<file path="src/rtl/oddmul_pkg.sv">
package oddmul_pkg;
  // Default geometry shared by the multiplier and its checker.
  localparam int OPW_DEF = 16;   // operand width
  localparam int CFW_DEF = 16;   // coefficient width
  localparam int DGW_DEF = 4;    // coefficient digit width

  // Odd multiplier held in bank slot k.
  function automatic int odd_of_slot(input int k);
    return 2 * k + 1;
  endfunction
endpackage

</file>
<file path="src/rtl/oddmul_bank.sv">
// Bank of odd multiples of the operand, built with shift-and-add only.
module oddmul_bank
  import oddmul_pkg::*;
#(
  parameter int OPW = OPW_DEF,
  parameter int DGW = DGW_DEF,
  localparam int NSLOT = 2 ** (DGW - 1),
  localparam int BW = OPW + DGW
) (
  input  logic [OPW-1:0]              x_i,
  output logic [NSLOT-1:0][BW-1:0]    mult_o
);
  for (genvar k = 0; k < NSLOT; k++) begin : g_slot
    localparam int MUL = odd_of_slot(k);
    logic [BW-1:0] acc;
    always_comb begin
      acc = '0;
      for (int b = 0; b < DGW; b++) begin
        if (MUL[b]) acc = acc + (BW'(x_i) << b);
      end
    end
    assign mult_o[k] = acc;
  end
endmodule

</file>
<file path="src/rtl/oddmul_select.sv">
// One digit selector: strip trailing zeros, pick odd multiple, shift back, mask zero.
module oddmul_select
  import oddmul_pkg::*;
#(
  parameter int OPW = OPW_DEF,
  parameter int DGW = DGW_DEF,
  localparam int NSLOT = 2 ** (DGW - 1),
  localparam int BW = OPW + DGW,
  localparam int IW = DGW - 1,
  localparam int TZW = (DGW > 1) ? $clog2(DGW) : 1
) (
  input  logic [DGW-1:0]           dig_i,
  input  logic [NSLOT-1:0][BW-1:0] mult_i,
  output logic [BW-1:0]            part_o
);
  logic [TZW-1:0] tz;
  logic [IW-1:0]  slot;
  logic [BW-1:0]  picked;
  logic           nonzero;

  always_comb begin
    tz = '0;
    for (int b = DGW - 1; b >= 0; b--) begin
      if (dig_i[b]) tz = TZW'(b);
    end
  end

  assign nonzero = |dig_i;
  assign slot    = IW'((dig_i >> tz) >> 1);
  assign picked  = mult_i[slot] << tz;
  assign part_o  = nonzero ? picked : '0;
endmodule

</file>
<file path="src/rtl/oddmul_sum.sv">
// Weights each digit term by position, merges in carry-save form, one final add.
module oddmul_sum
  import oddmul_pkg::*;
#(
  parameter int OPW = OPW_DEF,
  parameter int CFW = CFW_DEF,
  parameter int DGW = DGW_DEF,
  localparam int NDIG = CFW / DGW,
  localparam int BW = OPW + DGW,
  localparam int PW = OPW + CFW
) (
  input  logic [NDIG-1:0][BW-1:0] part_i,
  output logic [PW-1:0]           sum_o
);
  logic [NDIG-1:0][PW-1:0] weighted;
  logic [PW-1:0] s_vec, c_vec;

  for (genvar g = 0; g < NDIG; g++) begin : g_weight
    assign weighted[g] = PW'(part_i[g]) << (DGW * g);
  end

  always_comb begin
    logic [PW-1:0] ns, nc;
    s_vec = weighted[0];
    c_vec = '0;
    for (int g = 1; g < NDIG; g++) begin
      ns = s_vec ^ c_vec ^ weighted[g];
      nc = ((s_vec & c_vec) | (s_vec & weighted[g]) | (c_vec & weighted[g])) << 1;
      s_vec = ns;
      c_vec = nc;
    end
  end

  assign sum_o = s_vec + c_vec;
endmodule

</file>
<file path="src/rtl/odd_multiple_mult.sv">
// Top: input registers, shared bank, per-digit selectors, summation, output register.
module odd_multiple_mult
  import oddmul_pkg::*;
#(
  parameter int OPW = OPW_DEF,
  parameter int CFW = CFW_DEF,
  parameter int DGW = DGW_DEF,
  localparam int NDIG = CFW / DGW,
  localparam int NSLOT = 2 ** (DGW - 1),
  localparam int BW = OPW + DGW,
  localparam int PW = OPW + CFW
) (
  input  logic           clk,
  input  logic           rst,
  input  logic [OPW-1:0] x_i,
  input  logic [CFW-1:0] coef_i,
  output logic [PW-1:0]  prod_o
);
  logic [OPW-1:0] x_q;
  logic [CFW-1:0] coef_q;
  logic [NSLOT-1:0][BW-1:0] mult;
  logic [NDIG-1:0][BW-1:0]  part;
  logic [PW-1:0] sum;

  always_ff @(posedge clk) begin
    if (rst) begin
      x_q    <= '0;
      coef_q <= '0;
    end else begin
      x_q    <= x_i;
      coef_q <= coef_i;
    end
  end

  oddmul_bank #(.OPW(OPW), .DGW(DGW)) u_bank (
    .x_i    (x_q),
    .mult_o (mult)
  );

  for (genvar g = 0; g < NDIG; g++) begin : g_dig
    oddmul_select #(.OPW(OPW), .DGW(DGW)) u_sel (
      .dig_i  (coef_q[DGW*g +: DGW]),
      .mult_i (mult),
      .part_o (part[g])
    );
  end

  oddmul_sum #(.OPW(OPW), .CFW(CFW), .DGW(DGW)) u_sum (
    .part_i (part),
    .sum_o  (sum)
  );

  always_ff @(posedge clk) begin
    if (rst) prod_o <= '0;
    else     prod_o <= sum;
  end
endmodule

</file>
<file path="config.mk">
export PLATFORM = sky130hd
export DESIGN_NAME = odd_multiple_mult
export DESIGN_NICKNAME = d
export VERILOG_FILES = /design/src/rtl/oddmul_pkg.sv /design/src/rtl/oddmul_bank.sv /design/src/rtl/oddmul_select.sv /design/src/rtl/oddmul_sum.sv /design/src/rtl/odd_multiple_mult.sv
export SDC_FILE = /design/constraint.sdc
export NUM_CORES = 1
export LEC_CHECK = 0
export BUFFER_PORTS_ARGS = -buffer_cell sky130_fd_sc_hd__buf_2
export CAP_MARGIN = 20
export CORE_MARGIN = 5
export CORE_UTILIZATION = 40
export CTS_BUF_LIST = sky130_fd_sc_hd__clkbuf_8
export CTS_CLUSTER_DIAMETER = 80
export DETAILED_ROUTE_END_ITERATION = 8
export GPL_ROUTABILITY_DRIVEN = 0
export HOLD_SLACK_MARGIN = 0.06
export PLACE_DENSITY = 0.69
export SYNTH_ARGS = -nofsm -noshare
export SYNTH_HDL_FRONTEND = slang
export SYNTH_SLANG_ARGS = --single-unit
</file>
<file path="constraint.sdc">
create_clock -name clk -period 8.84 [get_ports clk]
set_input_delay 1.768 -clock clk [delete_from_list [all_inputs] [get_ports clk]]
set_output_delay 1.768 -clock clk [all_outputs]
set_load 0.1 [all_outputs]
</file>
==> key figures <==
Run status
  – Run status: finished with violations
  – Violated checks: setup timing

Global route
  – Number of antenna violations at the first check in global routing: 0
  – Leftover overflow at the end of global routing: 0
  – Number of global-route vias before repair: 17,100
  – Gr busiest metal: met2
  – GRT Overall Usage: 0.272
  – Global-route met3 utilization: 0.0790
  – Met2 global-route usage: 0.434
  – Maximum number of pins on one net before global-route repair: 62
  – Global-route wire length before repair: 90.9 mm
  – Fraction of met1 tracks used by global routing: 0.332

Power
  – Leak pwr: 0.00807 uW
  – Switch share: 0.522
  – Max rail drop VDD: 97.3 uV
  – Combinational cell fraction of total power: 0.789
  – Register share of total power: 0.112
  – Switching power: 1680 uW
  – Pwr dens: 174 mW/mm^2
  – Internal power consumption: 1540 uW
  – Share of power burned in the clock network: 0.099

Floorplanning
  – Total core area: 0.0375 sq mm
  – Die Y: 204 microns
  – Die W: 204 microns
  – Total I/O pin count: 66
  – Number of standard-cell rows in the floorplan: 71
  – Overall die area: 0.0418 sq mm
  – Initial cell density of the core: 0.403

Cells and area
  – Post-layout nets: 2,502
  – Layout overhead on the synthesized area: 22.1%
  – Most common cell after layout, fill and taps aside: buf_4
  – Most used cells in the layout excluding fill and tap cells: 242 x buf_4, 219 x nand2_1, 206 x nor2_1, 167 x a21oi_1, 149 x ha_1
  – Number of fill cells: 3,638
  – Post-layout util: 0.493
  – Post-route cell area: 0.0185 sq mm
  – Number of diodes added for antenna fixing: 0
  – Fraction of final layout cells with drive strength greater than 1: 0.234

STA
  – Headroom to the max-slew limit: 0.341
  – Ratio of final minimum period to clock period: 1.01
  – Final Slew Violations: 0
  – Maximum frequency from static timing analysis: 112 MHz
  – Final hold violation count: 0
  – Post-Route Setup TNS: -119 ps
  – Worst path setup slack after routing: -67.2 ps
  – Layout Skew: 27.5 ps
  – Final min period: 8910 ps
  – Setup Viol. Count Final: 2
  – Transition time at the pin with the least slew margin: 985 ps
  – RSZ-0062 raised after global routing: yes

Detailed routing
  – Number of design-rule violations left by the first detailed-router iteration: 1,943
  – Number of design rule violations left after detail routing: 0
  – Routed WL per cell: 21.3 microns
  – Final Routed Wirelength: 59.3 mm
  – Mean number of vias per cell: 6.33
  – Via count: 17,600
  – Count of nets left with antenna violations after detail routing: 0
  – DRT Pass-1 Iters: 7

Placement
  – Number of buffers inserted by port buffering: 65
  – Cell area after placement: 0.0172 sq mm
  – HPWL Detailed: 45.5 mm

Critical path
  – Data required time of the critical path: 9130 ps
  – CP Class: register to register
  – Cell at the slowest stage of the critical path: fa_1
  – Element type at the critical path start: register
  – Crit-path max FO: 4
  – Critical Path Sink Type: register
  – Critical path arrival: 9190 ps
  – Cell mode on critical path: buf_4
  – Slowest cell delay on critical path: 520 ps

Flow run
  – Max-cap violation count: 0

Min path
  – Class of the worst hold path: register to register

Synth
  – Area of the mapped netlist: 0.0151 sq mm
  – Number of enable flip-flop cells after synthesis: 0
  – Syn. warnings: 0
  – Count of state elements after synthesis: 64
  – Async set or reset register ratio after synthesis: 0
  – Sequential share of the synthesized area: 0.0847
  – Largest area contributor in the synthesized netlist: ha_1
  – Post-synth cell types: 98
  – Synth area leaders: ha_1 14%, dfxtp_1 8.5%, mux4_2 6.4%, a21oi_1 6.0%, nand2_1 5.5%
  – Flip-flop cell with the highest count after synthesis: dfxtp_1
  – Syn Inst Count: 2,071
  – Net Count, Synth: 2,303
  – Syn Area/Cell: 7.30 sq um
  – Area share of the largest cell type after synthesis: 0.136

Clock network
  – Number of buffers between clock root and the deepest sink: 2
  – Number of sinks handled by clock tree synthesis: 64
  – Latest clock arrival within the worst-skew pair: 440 ps
  – Clock tree from TritonCTS: built
  – Clock root buffer: clkbuf_8
  – Number of buffers created by CTS: 9
  – Worst-path clk slew: 100 ps
  – CTS H-tree depth: 3
==> logic make-up after synthesis <==
kind of cell	after synthesis	share of synthesized area
and+or+nand+nor	673	0.204
xor gates and xnor gates	108	0.0635
muxes	71	0.0842
adders and majority gates	198	0.181
AOI/OAI and AO/OA	721	0.322
buffers and inverters	236	0.0614
DFF	64	0.0847
==> worst max-delay path, delay by kind of cell, from the launching register on <==
kind,cells,cell delay [ps]
adders and majority gates,7,2640
muxes,1,480
DFF,1,350
xor gates and xnor gates,3,490
buffers and inverters,10,990
AOI/OAI and AO/OA,18,3280
and+or+nand+nor,4,470
==> final timing paths <==
| check | start | endpoint | slack, ps | cells past startpoint |
|---|---|---|---|---|
| min reg2reg | x_q[0] | prod_o[0] | 840 | 2 |
| max | x_q[1] | prod_o[29] | -70 | 43 |
| min | x_q[0] | prod_o[0] | 840 | 2 |
| max reg2reg | x_q[1] | prod_o[29] | -70 | 43 |
==> cell usage after synthesis, drive strengths merged (40+ instances only) <==
library cell and instances:
mux4 44, inv 112, nand3 48, ha 164, dfxtp 64, a21oi 186
a21o 40, nor2b 58, xnor2 63, clkbuf 102, nor2 210, xor2 45
o211ai 46, o21ai 137, a211oi 67, nand2 222
==> through the flow <==
step / setup WS [ps] / power, uW / hold WS [ps] / std cells
after CTS: 10.6 / 3000 / 796 / 2770
after global placement: -193 / 2530 / 758 / 2729
after floorplan: 11.0 / 1890 / 636 / 2071
after global routing: -396 / 3430 / 840 / 2786
after detailed placement: -419 / 2580 / 772 / 2729
final: -67.2 / 3220 / 839 / 2786
==> final cells by class <==
type / instances / area, sq um / area share
Multi-Input combinational cell: 1771 / 13700 / 0.741
Timing Repair Buffer: 311 / 2200 / 0.119
Sequential cell: 64 / 1280 / 0.0695
Tap cell: 511 / 639 / 0.0346
Inverter: 113 / 424 / 0.0230
Clock buffer: 10 / 138 / 0.00745
Clock inverter: 6 / 92.6 / 0.00501
==> registers in the layout, summed over array words and instances (netlist names) <==
register  count
prod_o       32
coef_q       16
x_q          16
==> repair_timing <==
item                                    CTS  global route
pin swaps                                37            89
endpoints found under the setup margin    9            14
setup buffers                            25            15
hold buffers                              0             0
resized for setup                        44            82
==> layer usage <==
layer,part of all wire,vias up
met4,0.060,0
met1,0.38,8213
li1,-,8011
met3,0.12,290
met5,0,-
met2,0.44,1114
==> power groups by stage <==
stage / logic [uW] / registers (uW) / clock network [uW]
floorplan: 1250 / 639 / 0
global placement: 2160 / 366 / 0
detailed placement: 2210 / 367 / 0
CTS: 2310 / 360 / 328
global route: 2720 / 367 / 342
finish: 2540 / 361 / 319
Note: power is estimated with default switching activity, not from simulation.
